--- src/rtl/bsram_pkg.sv ---
package bsram_pkg;

    localparam int WCODE_W   = 4;
    localparam int CNT_W     = 5;
    localparam int WCODE_MAX = 12;

    typedef enum logic [2:0] {
        ST_IDLE,
        ST_ADDR,
        ST_WAIT,
        ST_STRB,
        ST_END
    } cyc_state_t;

    function automatic logic [CNT_W-1:0] wait_decode(input logic [WCODE_W-1:0] code);
        logic [CNT_W-1:0] n;
        unique case (code)
            4'd7:    n = CNT_W'(8);
            4'd8:    n = CNT_W'(10);
            4'd9:    n = CNT_W'(12);
            4'd10:   n = CNT_W'(14);
            4'd11:   n = CNT_W'(18);
            4'd12:   n = CNT_W'(24);
            4'd13, 4'd14, 4'd15: n = CNT_W'(0);
            default: n = CNT_W'(code);
        endcase
        return n;
    endfunction

endpackage

--- src/rtl/bsram_cfg_reg.sv ---
module bsram_cfg_reg
    import bsram_pkg::*;
#(
    parameter int CFG_W = 32,
    parameter logic [WCODE_W-1:0] RST_CODE = 4'b1010
) (
    input  logic                 clk,
    input  logic                 rst_n,
    input  logic                 cfg_we,
    input  logic [CFG_W-1:0]     cfg_wdata,
    output logic [CFG_W-1:0]     cfg_rdata,
    output logic [WCODE_W-1:0]   wcode,
    output logic                 smode
);
    localparam int MODE_BIT = WCODE_W;
    localparam int ERR_BIT  = 8;

    logic [WCODE_W-1:0] code_q;
    logic               mode_q;
    logic               err_q;
    logic               code_ok;
    logic               unused_wbits;

    assign code_ok      = (cfg_wdata[WCODE_W-1:0] <= WCODE_W'(WCODE_MAX));
    assign unused_wbits = ^{cfg_wdata[CFG_W-1:MODE_BIT+1]};

    always_ff @(posedge clk or negedge rst_n) begin
        if (!rst_n) begin
            code_q <= RST_CODE;
            mode_q <= 1'b0;
            err_q  <= 1'b0;
        end else if (cfg_we) begin
            mode_q <= cfg_wdata[MODE_BIT];
            if (code_ok) begin
                code_q <= cfg_wdata[WCODE_W-1:0];
            end else begin
                err_q  <= 1'b1;
            end
        end
    end

    always_comb begin
        cfg_rdata                  = '0;
        cfg_rdata[WCODE_W-1:0]     = code_q;
        cfg_rdata[MODE_BIT]        = mode_q;
        cfg_rdata[ERR_BIT]         = err_q;
    end

    assign wcode = code_q;
    assign smode = mode_q;

endmodule

--- src/rtl/bsram_wait_dec.sv ---
module bsram_wait_dec
    import bsram_pkg::*;
(
    input  logic [WCODE_W-1:0] wcode,
    output logic [CNT_W-1:0]   wcount
);
    assign wcount = wait_decode(wcode);
endmodule

--- src/rtl/bsram_fsm.sv ---
module bsram_fsm
    import bsram_pkg::*;
#(
    parameter int AW = 16,
    parameter int DW = 32,
    localparam int NB = DW / 8
) (
    input  logic              clk,
    input  logic              rst_n,
    input  logic [CNT_W-1:0]  wcount,
    input  logic              smode,
    input  logic              req_valid,
    output logic              req_ready,
    input  logic              req_wr,
    input  logic [AW-1:0]     req_addr,
    input  logic [NB-1:0]     req_be,
    input  logic [DW-1:0]     req_wdata,
    output logic              rsp_ack,
    output logic [DW-1:0]     rsp_rdata,
    output logic              mem_cs_n,
    output logic              mem_rd_n,
    output logic              mem_wr_n,
    output logic [NB-1:0]     mem_be_n,
    output logic [AW-1:0]     mem_addr,
    output logic [DW-1:0]     mem_dout,
    output logic              mem_doe,
    input  logic [DW-1:0]     mem_din
);
    cyc_state_t        state, nxt;
    logic [CNT_W-1:0]  cnt_q;
    logic [CNT_W-1:0]  lat_n;
    logic              lat_wr;
    logic              lat_mode;
    logic [NB-1:0]     lat_be;
    logic [AW-1:0]     lat_addr;
    logic [DW-1:0]     lat_wdata;
    logic [DW-1:0]     rd_q;
    logic              accept;

    assign accept = (state == ST_IDLE) && req_valid;

    always_ff @(posedge clk or negedge rst_n) begin
        if (!rst_n) state <= ST_IDLE;
        else        state <= nxt;
    end

    always_comb begin
        nxt = state;
        unique case (state)
            ST_IDLE: if (req_valid) nxt = ST_ADDR;
            ST_ADDR: nxt = (!lat_wr && (lat_n != '0)) ? ST_WAIT : ST_STRB;
            ST_WAIT: if (cnt_q == CNT_W'(1)) nxt = ST_STRB;
            ST_STRB: nxt = ST_END;
            ST_END:  nxt = ST_IDLE;
            default: nxt = ST_IDLE;
        endcase
    end

    always_ff @(posedge clk or negedge rst_n) begin
        if (!rst_n) begin
            lat_n     <= '0;
            lat_wr    <= 1'b0;
            lat_mode  <= 1'b0;
            lat_be    <= '0;
            lat_addr  <= '0;
            lat_wdata <= '0;
            cnt_q     <= '0;
        end else if (accept) begin
            lat_n     <= req_wr ? '0 : wcount;
            lat_wr    <= req_wr;
            lat_mode  <= smode;
            lat_be    <= req_be;
            lat_addr  <= req_addr;
            lat_wdata <= req_wdata;
            cnt_q     <= req_wr ? '0 : wcount;
        end else if (state == ST_WAIT) begin
            cnt_q     <= cnt_q - CNT_W'(1);
        end
    end

    always_ff @(posedge clk or negedge rst_n) begin
        if (!rst_n)                          rd_q <= '0;
        else if (state == ST_STRB && !lat_wr) rd_q <= mem_din;
    end

    always_comb begin
        req_ready = 1'b0;
        rsp_ack   = 1'b0;
        mem_cs_n  = 1'b1;
        mem_rd_n  = 1'b1;
        mem_wr_n  = 1'b1;
        mem_be_n  = '1;
        mem_doe   = 1'b0;
        unique case (state)
            ST_IDLE: begin
                req_ready = 1'b1;
            end
            ST_ADDR: begin
                mem_cs_n = 1'b0;
                mem_doe  = lat_wr;
                mem_wr_n = !(lat_wr && !lat_mode);
                mem_be_n = lat_mode ? ~lat_be : '1;
            end
            ST_WAIT: begin
                mem_cs_n = 1'b0;
                mem_rd_n = 1'b0;
                mem_be_n = lat_mode ? ~lat_be : '1;
            end
            ST_STRB: begin
                mem_cs_n = 1'b0;
                mem_rd_n = lat_wr;
                mem_wr_n = !lat_wr;
                mem_doe  = lat_wr;
                mem_be_n = ~lat_be;
            end
            ST_END: begin
                mem_cs_n = 1'b0;
                mem_doe  = lat_wr;
                rsp_ack  = 1'b1;
            end
            default: begin
                req_ready = 1'b0;
            end
        endcase
    end

    assign mem_addr  = lat_addr;
    assign mem_dout  = lat_wdata;
    assign rsp_rdata = rd_q;

endmodule

--- src/rtl/bsram_cyc.sv ---
module bsram_cyc
    import bsram_pkg::*;
#(
    parameter int AW    = 16,
    parameter int DW    = 32,
    parameter int CFG_W = 32,
    localparam int NB   = DW / 8
) (
    input  logic              clk,
    input  logic              rst_n,
    input  logic              cfg_we,
    input  logic [CFG_W-1:0]  cfg_wdata,
    output logic [CFG_W-1:0]  cfg_rdata,
    input  logic              req_valid,
    output logic              req_ready,
    input  logic              req_wr,
    input  logic [AW-1:0]     req_addr,
    input  logic [NB-1:0]     req_be,
    input  logic [DW-1:0]     req_wdata,
    output logic              rsp_ack,
    output logic [DW-1:0]     rsp_rdata,
    output logic              mem_cs_n,
    output logic              mem_rd_n,
    output logic              mem_wr_n,
    output logic [NB-1:0]     mem_be_n,
    output logic [AW-1:0]     mem_addr,
    output logic [DW-1:0]     mem_dout,
    output logic              mem_doe,
    input  logic [DW-1:0]     mem_din
);
    logic [WCODE_W-1:0] wcode;
    logic               smode;
    logic [CNT_W-1:0]   wcount;

    bsram_cfg_reg #(.CFG_W(CFG_W)) u_cfg (
        .clk       (clk),
        .rst_n     (rst_n),
        .cfg_we    (cfg_we),
        .cfg_wdata (cfg_wdata),
        .cfg_rdata (cfg_rdata),
        .wcode     (wcode),
        .smode     (smode)
    );

    bsram_wait_dec u_dec (
        .wcode  (wcode),
        .wcount (wcount)
    );

    bsram_fsm #(.AW(AW), .DW(DW)) u_fsm (
        .clk       (clk),
        .rst_n     (rst_n),
        .wcount    (wcount),
        .smode     (smode),
        .req_valid (req_valid),
        .req_ready (req_ready),
        .req_wr    (req_wr),
        .req_addr  (req_addr),
        .req_be    (req_be),
        .req_wdata (req_wdata),
        .rsp_ack   (rsp_ack),
        .rsp_rdata (rsp_rdata),
        .mem_cs_n  (mem_cs_n),
        .mem_rd_n  (mem_rd_n),
        .mem_wr_n  (mem_wr_n),
        .mem_be_n  (mem_be_n),
        .mem_addr  (mem_addr),
        .mem_dout  (mem_dout),
        .mem_doe   (mem_doe),
        .mem_din   (mem_din)
    );

endmodule

--- config.mk ---
export PLATFORM = sky130hd
export DESIGN_NAME = bsram_cyc
export DESIGN_NICKNAME = d
export VERILOG_FILES = /design/src/rtl/bsram_pkg.sv /design/src/rtl/bsram_cfg_reg.sv /design/src/rtl/bsram_wait_dec.sv /design/src/rtl/bsram_fsm.sv /design/src/rtl/bsram_cyc.sv
export SDC_FILE = /design/constraint.sdc
export NUM_CORES = 1
export LEC_CHECK = 0
export BUFFER_PORTS_ARGS = -buffer_cell sky130_fd_sc_hd__buf_2
export CAP_MARGIN = 25
export CORE_MARGIN = 2
export CORE_UTILIZATION = 25
export DETAILED_ROUTE_END_ITERATION = 7
export SLEW_MARGIN = 20
export SYNTH_ARGS = -nofsm -noshare
export SYNTH_HDL_FRONTEND = slang
export SYNTH_SLANG_ARGS = --single-unit
--- constraint.sdc ---
create_clock -name clk -period 2.6 [get_ports clk]
set_input_delay 0.39 -clock clk [delete_from_list [all_inputs] [get_ports clk]]
set_output_delay 0.39 -clock clk [all_outputs]
set_load 0.005 [all_outputs]
==> results <==
- On the worst path, the slowest cell contributes a delay of between 0.4 and 0.5 ns.
- The maximum operating frequency is 482 MHz.
- The number of antenna violations at the first check in global routing is 0.
- The count of flip-flops with a built-in enable after synthesis is 0.
- After synthesis the cells add up to 0.00455 sq mm.
- The critical hold path startpoint is req_wdata[24].
- The number of ports placed on the die boundary is 243.
- The internal power of the cells totals between 0.004 and 0.005 W.
- The share of total power consumed by net switching is 0.339.
- The clock root buffer master is sky130_fd_sc_hd__clkbuf_16.
- Setup repair after global routing left no endpoint under its margin.
- Summed over all cells, the static leakage comes to approximately 3.2 nW.
- The worst setup slack after placement is between 0.5 and 0.6 ns.
- The die covers approximately 0.019 sq mm.
- After synthesis, the cell types taking the most area are sky130_fd_sc_hd__dfrtp_1, sky130_fd_sc_hd__nand2_1, sky130_fd_sc_hd__mux2_2.
- The worst setup path is launched from a register.
- Summed over all layers, the global routing overflow is 0.
- The die is 139 um tall.
- The worst setup path startpoint is u_fsm.state[0].
- Of the total power, combinational logic draws 0.375.
- From left edge to right edge, the die measures 139 um.
- The most used flip-flop cell after synthesis is sky130_fd_sc_hd__dfrtp_1.
- The largest fanout of any net on the critical path is 11.
- The clock reaches the later pin of the worst-skew pair after around 0.35 ns.
- Setup violations remaining at the end of the flow were counted as 0.
- The number of nets at the end of the flow is 759.
- For this run, the number of standard cells in the final layout without fillers is 870.
- The number of nets still failing antenna checks after routing is 0.
- The flow ran to the end, and the final reports show no timing, DRC or antenna violations.
- The number of max-cap violations is 0.
- After floorplanning, the core was divided into 49 placement rows.
- The fraction of the cycle the final worst path needs is 0.798.
- The share of flip-flops with an asynchronous set or reset is 1.00.
- Synthesis produced a netlist whose cell count is 453.
- The average footprint of a synthesized cell is about 10 sq um.
- The class of the most critical hold timing path is in -> reg.
- At the pin with the least slew margin, the transition time is 0.665 ns.
- The time the worst path needs with I/O delays and setup is 2.08 ns.
- The first detailed-routing pass took 4 iterations.
- In this run the critical register-to-register path is launched from u_fsm.state[0].
- The average via count per standard cell is 4.14.
- The share of synthesized area in the top cell type comes to 0.567.
- The first-pass GRT wire length is roughly 18,000 um.
- Hold is met by around 0.22 ns.
- Summed over all nets, the half-perimeter wirelength after detailed placement is 7760 um.
- Walking the worst path, the cells encountered are buf_4 > o21ai_0 > a21oi_1 > nand2_1 > buf_2.
- The worst pin sits at a relative slew slack of 0.557.
- Once the clock tree was built, the setup fixing pass inserted 0 buffers.
- The nature of the critical path endpoint is a primary output.
- After detailed routing, the average wire length per cell comes to roughly 12 um.
- The max-slew violation total from the final report is 0.
- The placeable core area is 0.0179 sq mm.
- The largest total area in the synthesized netlist belongs to sky130_fd_sc_hd__dfrtp_1.
- The routed design has 10,900 um of wire.
- The CTS tree is yes.
- The total vias in the final route is 3,601.
- The number of antenna diodes in the final layout is 0.
- After the first detailed-routing iteration, the DRC count stood at 120.
- The number of hold violations in the final report came to 0.
- The H-tree level count is 3.
- The initial core utilization is 0.254.
- The clock arrives with 0.00849 ns of skew.
- Routability-driven placement finished with a final weighted congestion of 0.694.
- For flop-to-flop paths, the worst setup slack is 0.63 ns.
- Across every metal layer, demand over resource in global routing totals 0.116.
- Of the synthesized area, sequential elements account for 0.579.
- After synthesis the netlist holds a flip-flop and latch count of 105.
- The cell family contributing the most delay on the critical path is compound AO/OA/AOI/OAI gates.
- In the final layout, the share of cells above drive strength 1 is 0.390.
- Of the total power, registers draw 0.410.
- Entering global routing, the biggest net connects 59 pins.
- The areal power density over the cells is 1140 mW/mm^2.
- The total CTS buffers is 9.
- In the synthesized netlist, the cells that appear most often are sky130_fd_sc_hd__nand2_1, sky130_fd_sc_hd__dfrtp_1, sky130_fd_sc_hd__mux2_2.
- VDD sags by at most roughly 440 uV.
- The switching power is approximately 0.0023 W.
- The maximum buffer depth of the clock tree is 2.
- The clock network power share is 0.215.
- The number of clock sinks seen by CTS is 105.
- For the worst setup path, the data arrival time is 1.69 ns.
- The final standard cell area without fillers is slightly below 0.006 sq mm.
- The synthesis warning total is 0.
- After detailed placement, the design holds a cell count of 853.
- By instance count, the leading cell after synthesis is sky130_fd_sc_hd__nand2_1.
- The setup TNS is 0 ns.
- The cell area after placement is ~0.0056 sq mm.
- After clock tree synthesis, the clock-pin slew on the worst setup and hold paths is 0.08 ns.
- The slack of the critical path is approximately 0.52 ns.
- The count of unique library cells instantiated by Yosys is 38.
- The number of gates resized after CTS was 0.
- After detailed routing, the number of remaining DRC violations is 0.
- Counting both buffers and inverters, the worst setup path holds a total of 2.
- The number of global-route vias before repair was 3,552.
- The required time reported for the critical path endpoint is 2.21 ns.
- The number of buffers added on ports is roughly 190.
- By startpoint and endpoint, the worst setup path is classified as reg -> out.
- The slowest stage of the critical path belongs to the cell sky130_fd_sc_hd__dfrtp_1.
- Compared with the post-synthesis result, the final layout area differs by 31.3%.
-- area by class of cell --
| type | instances | area (sq um) |
|---|---|---|
| sequential | 105 | 2630 |
| fill | 1876 | 11900 |
| clock inverter | 5 | 80.1 |
| multi-input combinational | 314 | 1660 |
| inverter | 7 | 26.3 |
| tap | 229 | 287 |
| timing repair buffer | 199 | 1050 |
| clock buffer | 11 | 233 |
-- per-layer routing --
layer  vias to the layer above  share of wire  global-route usage  wire [um]
li1                       1779              -                   -          -
met1                      1656           0.46               0.146       5020
met2                       153           0.44               0.187       4740
met3                        13          0.083              0.0363        906
met4                         0          0.017              0.0447        181
met5                         -              0                   0          0
-- through the flow --
stage               utilization  power, W
detailed placement        0.315   0.00545
global placement          0.315   0.00538
floorplan                     -   0.00428
CTS                       0.333   0.00694
global route              0.333   0.00742
finish                    0.333   0.00680
-- what timing repair did --
action,in CTS,in global routing
hold buffers,1,0
hold endpoints to repair,22,0
endpoints found under the setup margin,0,0
-- cells by family after synthesis --
group / Yosys count / synth area share
other: 1 / 0.000825
AO/OA/AOI/OAI: 43 / 0.0611
flip-flops: 105 / 0.579
XOR/XNOR: 1 / 0.00193
adder cells (fa/ha/maj): 2 / 0.00550
multiplexers: 33 / 0.0818
buffers and inverters: 59 / 0.0790
AND/OR/NAND/NOR: 209 / 0.191
-- state kept, by name, summed over array words and instances, names as in the netlist, 3 cells and up --
signal and flops:
u_cfg.wcode 4, u_fsm.mem_addr 16, u_fsm.state 3, u_fsm.mem_dout 32, u_fsm.lat_n 5, u_fsm.cnt_q 5, u_fsm.rsp_rdata 32, u_fsm.lat_be 4
-- layout by cell type, fill, tap and decap left out, drive strengths merged, types with 3 or more instances in the layout --
cell type,count
buf,198
nand2,176
dfrtp,103
mux2,33
conb,26
a21oi,14
clkbuf,11
o21ai,8
nor2,8
inv,7
nor3,7
a21o,6
o21a,5
nand2b,4
nand3,3
a32o,3
-- worst min-delay path, cell delays in order --
cell and delay (ns):
sky130_fd_sc_hd__buf_2 0.07, sky130_fd_sc_hd__nand2_1 0.04, sky130_fd_sc_hd__nand2_1 0.04
-- worst paths after layout --
path	endpoint	depth (start not counted)
max reg2reg	u_fsm.lat_n[2]	3
min reg2reg	u_cfg.err_q	1
max	mem_be_n[0]	5
min	u_fsm.mem_dout[24]	3
max in group asynchronous	u_cfg.wcode[1]	3
min in group asynchronous	u_fsm.rsp_rdata[22]	2
-- power groups by stage --
stage	sequential [W]	combinational (W)	clock, W
floorplan	0.00286	0.00142	0
global placement	0.00280	0.00258	0
detailed placement	0.00282	0.00262	0
CTS	0.00280	0.00262	0.00152
global route	0.00291	0.00292	0.00159
finish	0.00279	0.00255	0.00146
(Power assumes the default switching activity.)
